<file path="config.mk">
export PLATFORM = sky130hd
export DESIGN_NAME = dac_regif
export DESIGN_NICKNAME = d
export VERILOG_FILES = /design/src/rtl/dac_regif_pkg.sv /design/src/rtl/dac_ctrl_reg.sv /design/src/rtl/dac_data_regs.sv /design/src/rtl/dac_code_latch.sv /design/src/rtl/dac_regif.sv
export SDC_FILE = /design/constraint.sdc
export NUM_CORES = 1
export LEC_CHECK = 0
export ABC_AREA = 1
export ABC_CLOCK_PERIOD_IN_PS = 1550
export BUFFER_PORTS_ARGS = -buffer_cell sky130_fd_sc_hd__buf_2
export CAP_MARGIN = 10
export CORE_MARGIN = 2
export CORE_UTILIZATION = 47
export DETAILED_ROUTE_END_ITERATION = 12
export PLACE_DENSITY = 0.74
export SKIP_CTS_REPAIR_TIMING = 1
export SLEW_MARGIN = 10
export SYNTH_ARGS = -nofsm -noshare
export SYNTH_HDL_FRONTEND = slang
export SYNTH_HIERARCHICAL = 1
export SYNTH_SLANG_ARGS = --single-unit
</file>
<file path="constraint.sdc">
create_clock -name clk -period 1.55 [get_ports clk]
set_input_delay 0.2325 -clock clk [delete_from_list [all_inputs] [get_ports clk]]
set_output_delay 0.2325 -clock clk [all_outputs]
set_load 0.05 [all_outputs]
</file>
<file path="src/rtl/dac_regif_pkg.sv">
// Package: shared types for the DAC register interface.
// Assumes the control byte layout below, which the output pins decode.
package dac_regif_pkg;

    // Implemented control bits, MSB first: bit4 .. bit0.
    typedef struct packed {
        logic pin_alt;       // bit 4: output routed to common pin
        logic mode8;         // bit 3: 8-bit left-justified format
        logic range_supply;  // bit 2: full supply range
        logic clr_n;         // bit 1: 0 holds data and code at zero
        logic enable;        // bit 0: converter powered
    } ctrl_t;

    localparam int unsigned CTRL_W = $bits(ctrl_t);

endpackage

</file>
<file path="src/rtl/dac_ctrl_reg.sv">
// Module: dac_ctrl_reg
// Holds the implemented control bits. Assumes the caller decodes the
// address and passes only the implemented data bits.
module dac_ctrl_reg
    import dac_regif_pkg::*;
(
    input  logic              clk,
    input  logic              rst_n,
    input  logic              wr_en,
    input  logic [CTRL_W-1:0] wdata,
    output ctrl_t             ctrl
);

    // Capture the control byte on a decoded write.
    always_ff @(posedge clk) begin
        if (!rst_n)
            ctrl <= '0;
        else if (wr_en)
            ctrl <= ctrl_t'(wdata);
    end


    ctrl_capture_chk: assert property (@(posedge clk) disable iff (!rst_n)
        wr_en |=> (ctrl == ctrl_t'($past(wdata))));

endmodule

</file>
<file path="src/rtl/dac_data_regs.sv">
// Module: dac_data_regs
// The two data bytes (index 0 = low, 1 = high). While clr_n is low,
// both bytes are forced to zero and writes are dropped. Assumes at
// most one write strobe is active per cycle.
module dac_data_regs #(
    parameter int unsigned DATA_W = 8
) (
    input  logic              clk,
    input  logic              rst_n,
    input  logic              clr_n,
    input  logic              wr_lo,
    input  logic              wr_hi,
    input  logic [DATA_W-1:0] wdata,
    output logic [DATA_W-1:0] lo_q,
    output logic [DATA_W-1:0] hi_q
);

    localparam int unsigned NBYTES = 2;

    logic [NBYTES-1:0] wr_vec;
    logic [DATA_W-1:0] byte_q [NBYTES];

    assign wr_vec = {wr_hi, wr_lo};

    for (genvar i = 0; i < NBYTES; i++) begin : g_byte
        // One byte register: cleared, written or held.
        always_ff @(posedge clk) begin
            if (!rst_n || !clr_n)
                byte_q[i] <= '0;
            else if (wr_vec[i])
                byte_q[i] <= wdata;
        end
    end

    assign lo_q = byte_q[0];
    assign hi_q = byte_q[1];


    data_clear_chk: assert property (@(posedge clk) disable iff (!rst_n)
        !clr_n |=> (lo_q == '0 && hi_q == '0));


    hi_write_keeps_lo_chk: assert property (@(posedge clk) disable iff (!rst_n)
        (wr_hi && clr_n) |=> $stable(lo_q));

endmodule

</file>
<file path="src/rtl/dac_code_latch.sv">
// Module: dac_code_latch
// Builds the converter code from the written low byte and the stored high
// nibble, in the selected format, and latches it only on a low-byte write.
// Assumes the high nibble input is the current stored high byte.
module dac_code_latch #(
    parameter int unsigned DATA_W = 8,
    parameter int unsigned CODE_W = 12
) (
    input  logic                     clk,
    input  logic                     rst_n,
    input  logic                     clr_n,
    input  logic                     mode8,
    input  logic                     wr_lo,
    input  logic [DATA_W-1:0]        lo_wdata,
    input  logic [CODE_W-DATA_W-1:0] hi_nib,
    output logic [CODE_W-1:0]        code
);

    localparam int unsigned EXT_W = CODE_W - DATA_W;

    logic [CODE_W-1:0] next_code;

    // Format mux: left-justified byte or right-justified nibble+byte.
    always_comb begin
        if (mode8)
            next_code = {lo_wdata, {EXT_W{1'b0}}};
        else
            next_code = {hi_nib, lo_wdata};
    end

    // Output latch: cleared by the clear bit, loaded on a low-byte write.
    always_ff @(posedge clk) begin
        if (!rst_n || !clr_n)
            code <= '0;
        else if (wr_lo)
            code <= next_code;
    end


    code_wide_fmt_chk: assert property (@(posedge clk) disable iff (!rst_n)
        (wr_lo && clr_n && !mode8) |=>
            (code[DATA_W-1:0] == $past(lo_wdata) && code[CODE_W-1:DATA_W] == $past(hi_nib)));


    code_byte_fmt_chk: assert property (@(posedge clk) disable iff (!rst_n)
        (wr_lo && clr_n && mode8) |=>
            (code[CODE_W-1:EXT_W] == $past(lo_wdata) && code[EXT_W-1:0] == '0));


    code_hold_chk: assert property (@(posedge clk) disable iff (!rst_n)
        (clr_n && !wr_lo) |=> $stable(code));


    code_clear_chk: assert property (@(posedge clk) disable iff (!rst_n)
        !clr_n |=> (code == '0));

endmodule

</file>
<file path="src/rtl/dac_regif.sv">
// Module: dac_regif (top)
// Register-bus front end for a voltage DAC: decodes writes to the control
// and data bytes, returns readback, and drives the latched code and the
// analog control levels. Assumes one bus access per cycle.
module dac_regif
    import dac_regif_pkg::*;
#(
    parameter int unsigned ADDR_W = 8,
    parameter int unsigned DATA_W = 8,
    parameter int unsigned CODE_W = 12,
    parameter logic [ADDR_W-1:0] ADDR_CTRL = 8'hFD,
    parameter logic [ADDR_W-1:0] ADDR_LO   = 8'hFB,
    parameter logic [ADDR_W-1:0] ADDR_HI   = 8'hFC
) (
    input  logic              clk,
    input  logic              rst_n,
    input  logic [ADDR_W-1:0] bus_addr,
    input  logic [DATA_W-1:0] bus_wdata,
    input  logic              bus_we,
    output logic [DATA_W-1:0] bus_rdata,
    output logic [CODE_W-1:0] dac_code,
    output logic              dac_enable,
    output logic              dac_range_supply,
    output logic              dac_pin_alt
);

    localparam int unsigned EXT_W = CODE_W - DATA_W;

    ctrl_t             ctrl;
    logic              wr_ctrl, wr_lo, wr_hi;
    logic [DATA_W-1:0] lo_q, hi_q;

    // Write address decode.
    always_comb begin
        wr_ctrl = bus_we && (bus_addr == ADDR_CTRL);
        wr_lo   = bus_we && (bus_addr == ADDR_LO);
        wr_hi   = bus_we && (bus_addr == ADDR_HI);
    end

    dac_ctrl_reg u_ctrl (
        .clk   (clk),
        .rst_n (rst_n),
        .wr_en (wr_ctrl),
        .wdata (bus_wdata[CTRL_W-1:0]),
        .ctrl  (ctrl)
    );

    dac_data_regs #(.DATA_W(DATA_W)) u_data (
        .clk   (clk),
        .rst_n (rst_n),
        .clr_n (ctrl.clr_n),
        .wr_lo (wr_lo),
        .wr_hi (wr_hi),
        .wdata (bus_wdata),
        .lo_q  (lo_q),
        .hi_q  (hi_q)
    );

    dac_code_latch #(.DATA_W(DATA_W), .CODE_W(CODE_W)) u_code (
        .clk      (clk),
        .rst_n    (rst_n),
        .clr_n    (ctrl.clr_n),
        .mode8    (ctrl.mode8),
        .wr_lo    (wr_lo),
        .lo_wdata (bus_wdata),
        .hi_nib   (hi_q[EXT_W-1:0]),
        .code     (dac_code)
    );

    // Readback mux; unimplemented control bits return zero.
    always_comb begin
        bus_rdata = '0;
        if (bus_addr == ADDR_CTRL)
            bus_rdata = DATA_W'(ctrl);
        else if (bus_addr == ADDR_LO)
            bus_rdata = lo_q;
        else if (bus_addr == ADDR_HI)
            bus_rdata = hi_q;
    end

    // Analog control levels.
    always_comb begin
        dac_enable       = ctrl.enable;
        dac_range_supply = ctrl.range_supply;
        dac_pin_alt      = ctrl.pin_alt;
    end


    powerdown_keeps_code_chk: assert property (@(posedge clk) disable iff (!rst_n)
        (wr_ctrl && bus_wdata[1]) |=> $stable(dac_code));


    enable_follows_ctrl_chk: assert property (@(posedge clk) disable iff (!rst_n)
        wr_ctrl |=> (dac_enable == $past(bus_wdata[0]) && dac_pin_alt == $past(bus_wdata[4])));

endmodule

</file>
==> key figures, run 1 <==
CTS
  • Clock Sinks: 33
  • CTS root buf: clkbuf_4
  • Clk slew on worst S/H paths: approximately 0.1 ns
  • Clock tree buffer depth: 2
  • Clk Latency, worst-skew pair: ~0.33 ns
  • CTS Buf Count: 5
  • CTS tree: built
  • Total number of H-tree levels: 2

Layout
  • Layout cells sized above 1: approximately a quarter
  • Final cell count without fillers: between 300 and 400
  • Synth-to-Final Area Change: 17.4%
  • Nets: 282
  • Number of diodes: 0
  • FILL cells: between 300 and 400
  • Post-layout util: between 50% and 60%

Synth
  • Syn Area/Cell: approximately 8 um^2
  • Area contributors post-synth: edfxtp_1, dfxtp_1, nand3_1
  • Post-synthesis cell type count: 18
  • Seq cells post-synth: 33
  • Post-synth ARST share: 0%
  • Post-synth top flop: dfxtp_1
  • Syn. warnings: 6
  • Post-synth top area share: around 29%
  • Seq/Total Area, Yosys: about half
  • Top cell type by total area after synthesis: edfxtp_1
  • Cells after Synth: 214
  • EDFF count, synth: 16
  • Mapped cell area: 1680 um^2
  • Most numerous cell in the Yosys netlist: nand2_1
  • Post-synthesis net count: 233
  • Commonest cells post-synth: nand2_1, nor2_1, nand3_1

Power
  • Switch share: between 20% and 30%
  • P_leak: 0.995 nW
  • Reg power frac: 62.1%
  • Cell-internal power: 1.11 mW
  • Net Switching: 0.348 mW
  • Total power: ~1.5 mW
  • Clock power frac: a little under a third
  • Worst VDD drop: roughly 0.58 mV
  • Logic pwr share: 6.2%
  • Pwr Density: 739 nW/um^2

Status
  • Status: completed

Place
  • Inst Count DP: 302
  • Gpl congestion: about 0.78
  • Dpl hpwl: ~2600 um
  • Buffers on Ports: 41

Global routing
  • Vias in the first global route: between 1000 and 1500
  • GRT overflow: 0
  • Initial antenna violation count: 0
  • Largest net degree at the start of global routing: 22
  • Total global-route track usage: around a fifth
  • First-pass GRT wire length: between 5000 and 6000 um

STA
  • Clock period minus worst slack: between 1 and 1.5 ns
  • Worst slew margin: between 70% and 80%
  • Clk_skew: around 0.0019 ns
  • Slew @ Worst Pin: 0.430 ns
  • Final Max Slew Viols: 0
  • RSZ-0062 raised after global routing: no
  • Fin Setup TNS: 0 ns
  • Fin. Hold Viols: 0
  • Period utilization: between 90% and 100%
  • Setup violations, final: 0
  • Max Clk Rate: between 600 and 700 MHz

Critical path
  • Worst Path Required: 1.32 ns
  • Worst flop-to-flop path startpoint: u_ctrl/ctrl[1]
  • Critical Path AT: between 1 and 1.5 ns
  • Critical Path Source: bus_addr[1]
  • CP Max Fanout: 6
  • Critical Path End Type: output pin
  • CP Launch Type: primary input
  • CP Class: primary input to output pin

Floorplanning
  • Starting Density: approximately 50%
  • Row Count: 21
  • Die ar.: 4070 um^2
  • Core footprint: ~3400 um^2
  • Die Y: 63.8 um
  • Die extent in x: roughly 64 um
  • I/O Pins: 42

Detailed routing
  • Initial drt markers: 92
  • Vias: approximately 1500
  • Drt drc: 0
  • Via-per-instance ratio: slightly below 5
  • Avg WL per Cell: between 10 and 15 um
  • Routed wire length: 3620 um
  • First-pass DRT Iterations: 4
  • Antenna-violating nets left: 0

Hold path
  • Hold_sp: bus_wdata[2]
  • HP Class: primary input to register

Flow run
  • Count of max-cap constraint violations: 0
placed cells by master (no fill, tap or decap):
master	count
nand3b_1	2
nor2_8	1
clkbuf_4	5
nor2_4	3
dfxtp_2	1
clkbuf_1	1
nand3_1	38
inv_1	25
buf_4	9
nand2_2	3
buf_2	41
a21oi_1	4
clkinv_2	2
nor2_1	45
nand2_1	48
nand3_2	2
edfxtp_1	16
inv_4	1
inv_2	1
dfxtp_1	16
critical path, stage by stage:
cell and delay [ns]:
buf_2 0.11, inv_2 0.04, nand2_2 0.08, nor2_4 0.16, buf_4 0.16, nand3_1 0.08, nand3_1 0.09, buf_2 0.26
cell families (layout without fill, tap and decap cells):
family	Yosys count	in the layout	synth area share [%]
flops	33	33	48.8
compound gates	4	4	1.19
simple gates	142	142	38.5
buf+inv	35	85	11.5
layer usage:
| layer | share of wire (%) | vias up | global-route usage [%] |
|---|---|---|---|
| met3 | 8.4 | 7 | 4.05 |
| met1 | 44 | 645 | 24.4 |
| met4 | 2.2 | 0 | 10.6 |
| li1 | - | 769 | - |
| met5 | 0 | - | 0 |
| met2 | 45 | 73 | 29.8 |
worst paths after layout:
path,slack (ns),endpoint,cells past startpoint
hold reg to reg,0.47,u_code/code[2],2
setup / recovery,0.10,bus_rdata[1],8
hold / removal,0.19,u_code/code[2],3
setup reg to reg,0.45,u_data/byte_q[1][2],1
state kept, by name (all words and copies together), names as in the netlist:
register,flops
u_code/code,12
u_ctrl/ctrl,5
u_data/byte_q,16
metrics by stage:
step | setup slack, ns | hold slack, ns | area [um^2]
CTS | 0.00912 | 0.172 | 1970
global placement | 0.0482 | 0.453 | 1920
finish | 0.105 | 0.190 | 1970
global route | 0.0131 | 0.177 | 1970
floorplan | 0.0301 | 0.353 | 1680
detailed placement | 0.0175 | 0.456 | 1920
layout make-up:
class                           count  area [um^2]  area share (%)
Clock buffer                        6         41.3            2.09
Timing Repair Buffer               50          273            13.8
Clock inverter                      2         10.0           0.507
Tap cell                           46         57.6            2.92
Sequential cell                    33          822            41.6
Inverter                           27          104            5.26
Multi-Input combinational cell    146          667            33.8
power by group through the flow:
stage	Sequential [mW]	Clock, mW	Combinational [mW]
CTS	0.906	0.483	0.0903
finish	0.906	0.463	0.0904
detailed placement	0.926	0	0.0900
global route	0.906	0.522	0.0996
floorplan	0.926	0	0.0439
global placement	0.926	0	0.0890
Power figures use the tool's default switching activity.
==> inputs of run 2 (changes only) <==
--- a/config.mk
+++ b/config.mk
@@ -9,8 +9,10 @@
 export ABC_CLOCK_PERIOD_IN_PS = 1550
 export BUFFER_PORTS_ARGS = -buffer_cell sky130_fd_sc_hd__buf_2
 export CAP_MARGIN = 10
+export CELL_PAD_IN_SITES_DETAIL_PLACEMENT = 1
+export CELL_PAD_IN_SITES_GLOBAL_PLACEMENT = 2
 export CORE_MARGIN = 2
-export CORE_UTILIZATION = 47
+export CORE_UTILIZATION = 27
 export DETAILED_ROUTE_END_ITERATION = 12
 export PLACE_DENSITY = 0.74
 export SKIP_CTS_REPAIR_TIMING = 1
==> key figures, run 2 (synthesis results as in run 1) <==
Status
  • Status: completed (unchanged)

Detailed routing
  • First-pass DRT Iterations: 4 (unchanged)
  • Antenna-violating nets left: 0 (unchanged)
  • Routed wire length: 4330 um (was 3620 um)
  • Drt drc: 0 (unchanged)
  • Initial drt markers: 39 (was 92)
  • Avg WL per Cell: 12.8 um (was 11.7 um)
  • Vias: 1467 (was 1494)
  • Via-per-instance ratio: 4.34 (was 4.82)

Floorplanning
  • Die Y: 82.9 um (was 63.8 um)
  • I/O Pins: 42 (unchanged)
  • Starting Density: 28.2% (was 49.6%)
  • Die extent in x: 82.9 um (was 63.8 um)
  • Core footprint: 5960 um^2 (was 3390 um^2)
  • Row Count: 28 (was 21)
  • Die ar.: 6880 um^2 (was 4070 um^2)

Layout
  • Commonest non-fill, non-tap cell in the layout: nand2_1 (unchanged)
  • Most frequent cells in the layout: nand2_1, nor2_1, buf_2 (unchanged)
  • Number of diodes: 0 (unchanged)
  • Nets: 281 (was 282)
  • Layout cells sized above 1: 25.5% (was 26.1%)
  • Largest register FFs: 16 (unchanged)
  • Largest register by flop count: u_data/byte_q (unchanged)
  • Regs by FF count: u_data/byte_q (16), u_code/code (12), u_ctrl/ctrl (5) (unchanged)
  • Synth-to-Final Area Change: 22.0% (was 17.4%)

CTS
  • Clk slew on worst S/H paths: 0.07 ns (was 0.10 ns)
  • CTS tree: built (unchanged)
  • CTS root buf: clkbuf_8 (was clkbuf_4)
  • Clock tree buffer depth: 2 (unchanged)
  • CTS Buf Count: 5 (unchanged)
  • Clock Sinks: 33 (unchanged)
  • Total number of H-tree levels: 2 (unchanged)
  • Clk Latency, worst-skew pair: 0.28 ns (was 0.33 ns)

Critical path
  • Critical Path AT: 1.22 ns (was 1.21 ns)
  • Crit-path max cell delay: 0.46 ns (was 0.26 ns)
  • Critical Path End Type: output pin (unchanged)
  • Most frequent cell on the critical path: nand3_1
  • Crit-path cells: nand3_1 > nand3_1 > buf_2 (was buf_2 > inv_2 > nand2_2 > nor2_4 > buf_4 > nand3_1 > nand3_1 > buf_2)
  • CP Max Fanout: 7 (was 6)
  • CP Launch Type: register (was primary input)
  • Critical path's slowest cell: dfxtp_1 (was buf_2)
  • Worst Path Required: 1.32 ns (about the same)
  • CP Class: register to output pin (was primary input to output pin)

Global routing
  • Initial antenna violation count: 0 (unchanged)
  • GRT overflow: 0 (unchanged)
  • Largest net degree at the start of global routing: 22 (unchanged)
  • Vias in the first global route: 1556 (was 1339)
  • Total global-route track usage: 13.5% (was 19.0%)
  • First-pass GRT wire length: 7480 um (was 5860 um)

STA
  • Final Max Slew Viols: 0 (unchanged)
  • RSZ-0062 raised after global routing: no (unchanged)
  • Fin Setup TNS: 0 ns (unchanged)
  • Setup violations, final: 0 (unchanged)
  • Clk_skew: 0.00326 ns (was 0.00191 ns)
  • Slew @ Worst Pin: 0.434 ns (was 0.430 ns)
  • Period utilization: 94.0% (was 93.3%)
  • Worst slew margin: 71.0% (was 71.2%)
  • Fin. Hold Viols: 0 (unchanged)
  • Clock period minus worst slack: 1.46 ns (was 1.45 ns)
  • Max Clk Rate: 686 MHz (was 692 MHz)

Power
  • P_leak: 1.01 nW (was 0.995 nW)
  • Worst VDD drop: 0.366 mV (was 0.579 mV)
  • Pwr Density: 795 nW/um^2 (was 739 nW/um^2)
  • Total power: 1.63 mW (was 1.46 mW)

Hold path
  • HP Class: primary input to register (unchanged)

Flow run
  • Count of max-cap constraint violations: 0 (unchanged)

Place
  • Buffers on Ports: 41 (unchanged)
  • Gpl congestion: 0.719 (was 0.782)
  • Dpl hpwl: 3230 um (was 2620 um)
[run 2: layout make-up]
cell class | instances | area, um^2
clock buffer | 6 | 72.6
clock inverter | 2 | 10.0
fill | 776 | 3900
inverter | 27 | 104
multi-input combinational | 146 | 667
sequential | 33 | 821
tap | 75 | 93.8
timing repair buffer | 49 | 284
[run 2: through the flow]
step	utilization, %	hold WS, ns	worst slack [ns]	instance area, um^2	cells
5_1_grt	34.5	0.271	0.00741	2050	338
6_report	34.5	0.252	0.0929	2050	338
3_3_place_gp	33.0	0.451	-0.0138	1960	330
4_1_cts	34.3	0.245	0.0527	2050	338
3_5_place_dp	33.0	0.460	-0.00275	1960	330
2_1_floorplan	-	0.353	0.0301	1680	214
[run 2: critical path, delay by kind of cell (launching register included)]
| family | cells | cell delay [ns] |
|---|---|---|
| buffers and inverters | 1 | 0.27 |
| DFF | 1 | 0.46 |
| and+or+nand+nor | 2 | 0.20 |
[run 2: routing by layer]
layer	part of all wire (%)	vias to the layer above	track usage [%]
li1	-	768	-
met1	49	653	17.9
met2	43	41	20.8
met3	5.9	5	3.88
met4	1.7	0	5.37
met5	0	-	0
[run 2: final timing paths]
check | startpoint | end | slack, ns | cells after the start
worst max register to register | u_ctrl/ctrl[1] | u_data/byte_q[1][0] | 0.36 | 1
worst max-delay path | u_ctrl/ctrl[1] | bus_rdata[1] | 0.09 | 3
worst min register to register | u_code/code[3] | u_code/code[3] | 0.47 | 2
worst min-delay path | bus_wdata[3] | u_code/code[3] | 0.25 | 3
[run 2: report_power, final]
part           total, mW  internal, mW  switching (mW)
logic             0.0936        0.0332          0.0604
registers          0.906         0.906        0.000501
clock network      0.632         0.311           0.321
==> inputs of run 3 (changes only) <==
--- a/config.mk
+++ b/config.mk
@@ -15,6 +15,7 @@
 export CORE_UTILIZATION = 27
 export DETAILED_ROUTE_END_ITERATION = 12
 export PLACE_DENSITY = 0.74
+export REMOVE_ABC_BUFFERS = 1
 export SKIP_CTS_REPAIR_TIMING = 1
 export SLEW_MARGIN = 10
 export SYNTH_ARGS = -nofsm -noshare
==> key figures, run 3 (synthesis results as in run 1) <==
Status
  • Status: completed (unchanged)

CTS
  • CTS Buf Count: 5 (unchanged)
  • CTS tree: built (unchanged)
  • CTS root buf: clkbuf_8 (unchanged)
  • Clk Latency, worst-skew pair: 0.28 ns (about the same)
  • Clk slew on worst S/H paths: 0.06 ns (was 0.07 ns)
  • Total number of H-tree levels: 2 (unchanged)
  • Clock Sinks: 33 (unchanged)
  • Clock tree buffer depth: 2 (unchanged)

Detailed routing
  • Drt drc: 0 (unchanged)
  • Routed wire length: 4370 um (was 4330 um)
  • First-pass DRT Iterations: 4 (unchanged)
  • Avg WL per Cell: 12.8 um (about the same)
  • Initial drt markers: 29 (was 39)
  • Via-per-instance ratio: 4.38 (was 4.34)
  • Antenna-violating nets left: 0 (unchanged)
  • Vias: 1499 (was 1467)

STA
  • Slew @ Worst Pin: 0.430 ns (was 0.434 ns)
  • Final Max Slew Viols: 0 (unchanged)
  • Min Hold Slack: 0.267 ns (was 0.252 ns)
  • Fin. Hold Viols: 0 (unchanged)
  • Max Clk Rate: 694 MHz (was 686 MHz)
  • Period utilization: 93.0% (was 94.0%)
  • Worst slew margin: 71.2% (was 71.0%)
  • Setup ws final: 0.109 ns (was 0.0929 ns)
  • RSZ-0062 raised after global routing: no (unchanged)
  • Fin Setup TNS: 0 ns (unchanged)
  • Setup violations, final: 0 (unchanged)
  • Clk_skew: 0.00227 ns (was 0.00326 ns)
  • Clock period minus worst slack: 1.44 ns (was 1.46 ns)

Global routing
  • Initial antenna violation count: 0 (unchanged)
  • Total global-route track usage: 13.2% (was 13.5%)
  • Largest net degree at the start of global routing: 22 (unchanged)
  • GRT overflow: 0 (unchanged)
  • First-pass GRT wire length: 7280 um (was 7480 um)
  • Vias in the first global route: 1493 (was 1556)

Hold path
  • Hold Path Depth: 3 (unchanged)
  • HP Class: primary input to register (unchanged)

Critical path
  • Critical Path End Type: output pin (unchanged)
  • Reg2reg path depth: 2 (was 1)
  • Critical Path AT: 1.21 ns (was 1.22 ns)
  • Crit-path max cell delay: 0.26 ns (was 0.46 ns)
  • Crit-path cells: buf_2 > inv_1 > nand2_1 > nor2_8 > buf_4 > nand3_1 > nand3_1 > buf_2 (was nand3_1 > nand3_1 > buf_2)
  • CP Launch Type: primary input (was register)
  • Critical path's slowest cell: buf_2 (was dfxtp_1)
  • CP Max Fanout: 5 (was 7)
  • CP Class: primary input to output pin (was register to output pin)
  • Worst Path Required: 1.32 ns (about the same)
  • R2r setup slk: 0.49 ns (was 0.36 ns)

Layout
  • Largest register by flop count: u_data/byte_q (unchanged)
  • Final cell count without fillers: 342 (was 338)
  • Regs by FF count: u_data/byte_q (16), u_code/code (12), u_ctrl/ctrl (5) (unchanged)
  • Commonest non-fill, non-tap cell in the layout: nand2_1 (unchanged)
  • Most frequent cells in the layout: nand2_1, nor2_1, buf_2 (unchanged)
  • Layout cells sized above 1: 26.6% (was 25.5%)
  • Largest register FFs: 16 (unchanged)
  • Number of diodes: 0 (unchanged)
  • Nets: 285 (was 281)
  • Finished Cell Area: 2060 um^2 (was 2050 um^2)
  • Synth-to-Final Area Change: 22.7% (was 22.0%)

Floorplanning
  • Row Count: 28 (unchanged)
  • Die extent in x: 82.9 um (unchanged)
  • Die ar.: 6880 um^2 (unchanged)
  • Starting Density: 28.2% (unchanged)
  • Core footprint: 5960 um^2 (unchanged)
  • I/O Pins: 42 (unchanged)
  • Die Y: 82.9 um (unchanged)

Flow run
  • Count of max-cap constraint violations: 0 (unchanged)

Place
  • Placed inst area: 1980 um^2 (was 1960 um^2)
  • Buffers on Ports: 41 (unchanged)
  • Dpl hpwl: 3340 um (was 3230 um)
  • Gpl congestion: 0.762 (was 0.719)
  • Inst Count DP: 334 (was 330)
  • Setup WS pre-CTS: -0.0219 ns (was -0.00275 ns)

Power
  • Pwr Density: 783 nW/um^2 (was 795 nW/um^2)
  • Worst VDD drop: 0.389 mV (was 0.366 mV)
  • P_leak: 1.02 nW (was 1.01 nW)
## run 3: cell count changes in the layout (fill, tap and decap cells not counted), sizes merged
cell    previous run  this run
buf               48        53
clkinv             2         1
## run 3: path summary, 6_finish.rpt
path,startpoint,to
worst min-delay path,bus_wdata[1],u_code/code[1]
worst max-delay path,bus_addr[2],bus_rdata[3]
worst max register to register,u_ctrl/ctrl[1],u_data/byte_q[1][6]
worst min register to register,u_code/code[0],u_code/code[0]
## run 3: worst max-delay path: cells and delay by family
| family | cells | cell delay, ns |
|---|---|---|
| buffers and inverters | 4 | 0.57 |
| and+or+nand+nor | 4 | 0.40 |
## run 3: through the flow
stage | power (mW) | utilization (%)
final | 1.61 | 34.6
after global routing | 1.70 | 34.6
after CTS | 1.66 | 34.6
after detailed placement | 1.02 | 33.3
after global placement | 1.02 | 33.3
after floorplan | 0.966 | -
## run 3: layer usage
metal,vias to the layer above,global-route usage [%],part of all wire (%)
met2,39,21.0,46
met1,681,17.0,47
met5,-,0,0
li1,775,-,-
met4,0,5.81,1.4
met3,4,3.28,5.3
## run 3: final cells by class
cell class | instances | area, um^2
sequential | 33 | 822
timing repair buffer | 53 | 295
multi-input combinational | 146 | 667
fill | 770 | 3890
clock inverter | 1 | 5.00
clock buffer | 7 | 76.3
tap | 75 | 93.8
inverter | 27 | 104
## run 3: report_power, final
group / switching [mW] / internal [mW] / total (mW) / leakage (nW)
sequential: 0.000505 / 0.906 / 0.907 / 0.335
clock: 0.300 / 0.315 / 0.615 / 0.0422
combinational: 0.0597 / 0.0336 / 0.0933 / 0.642
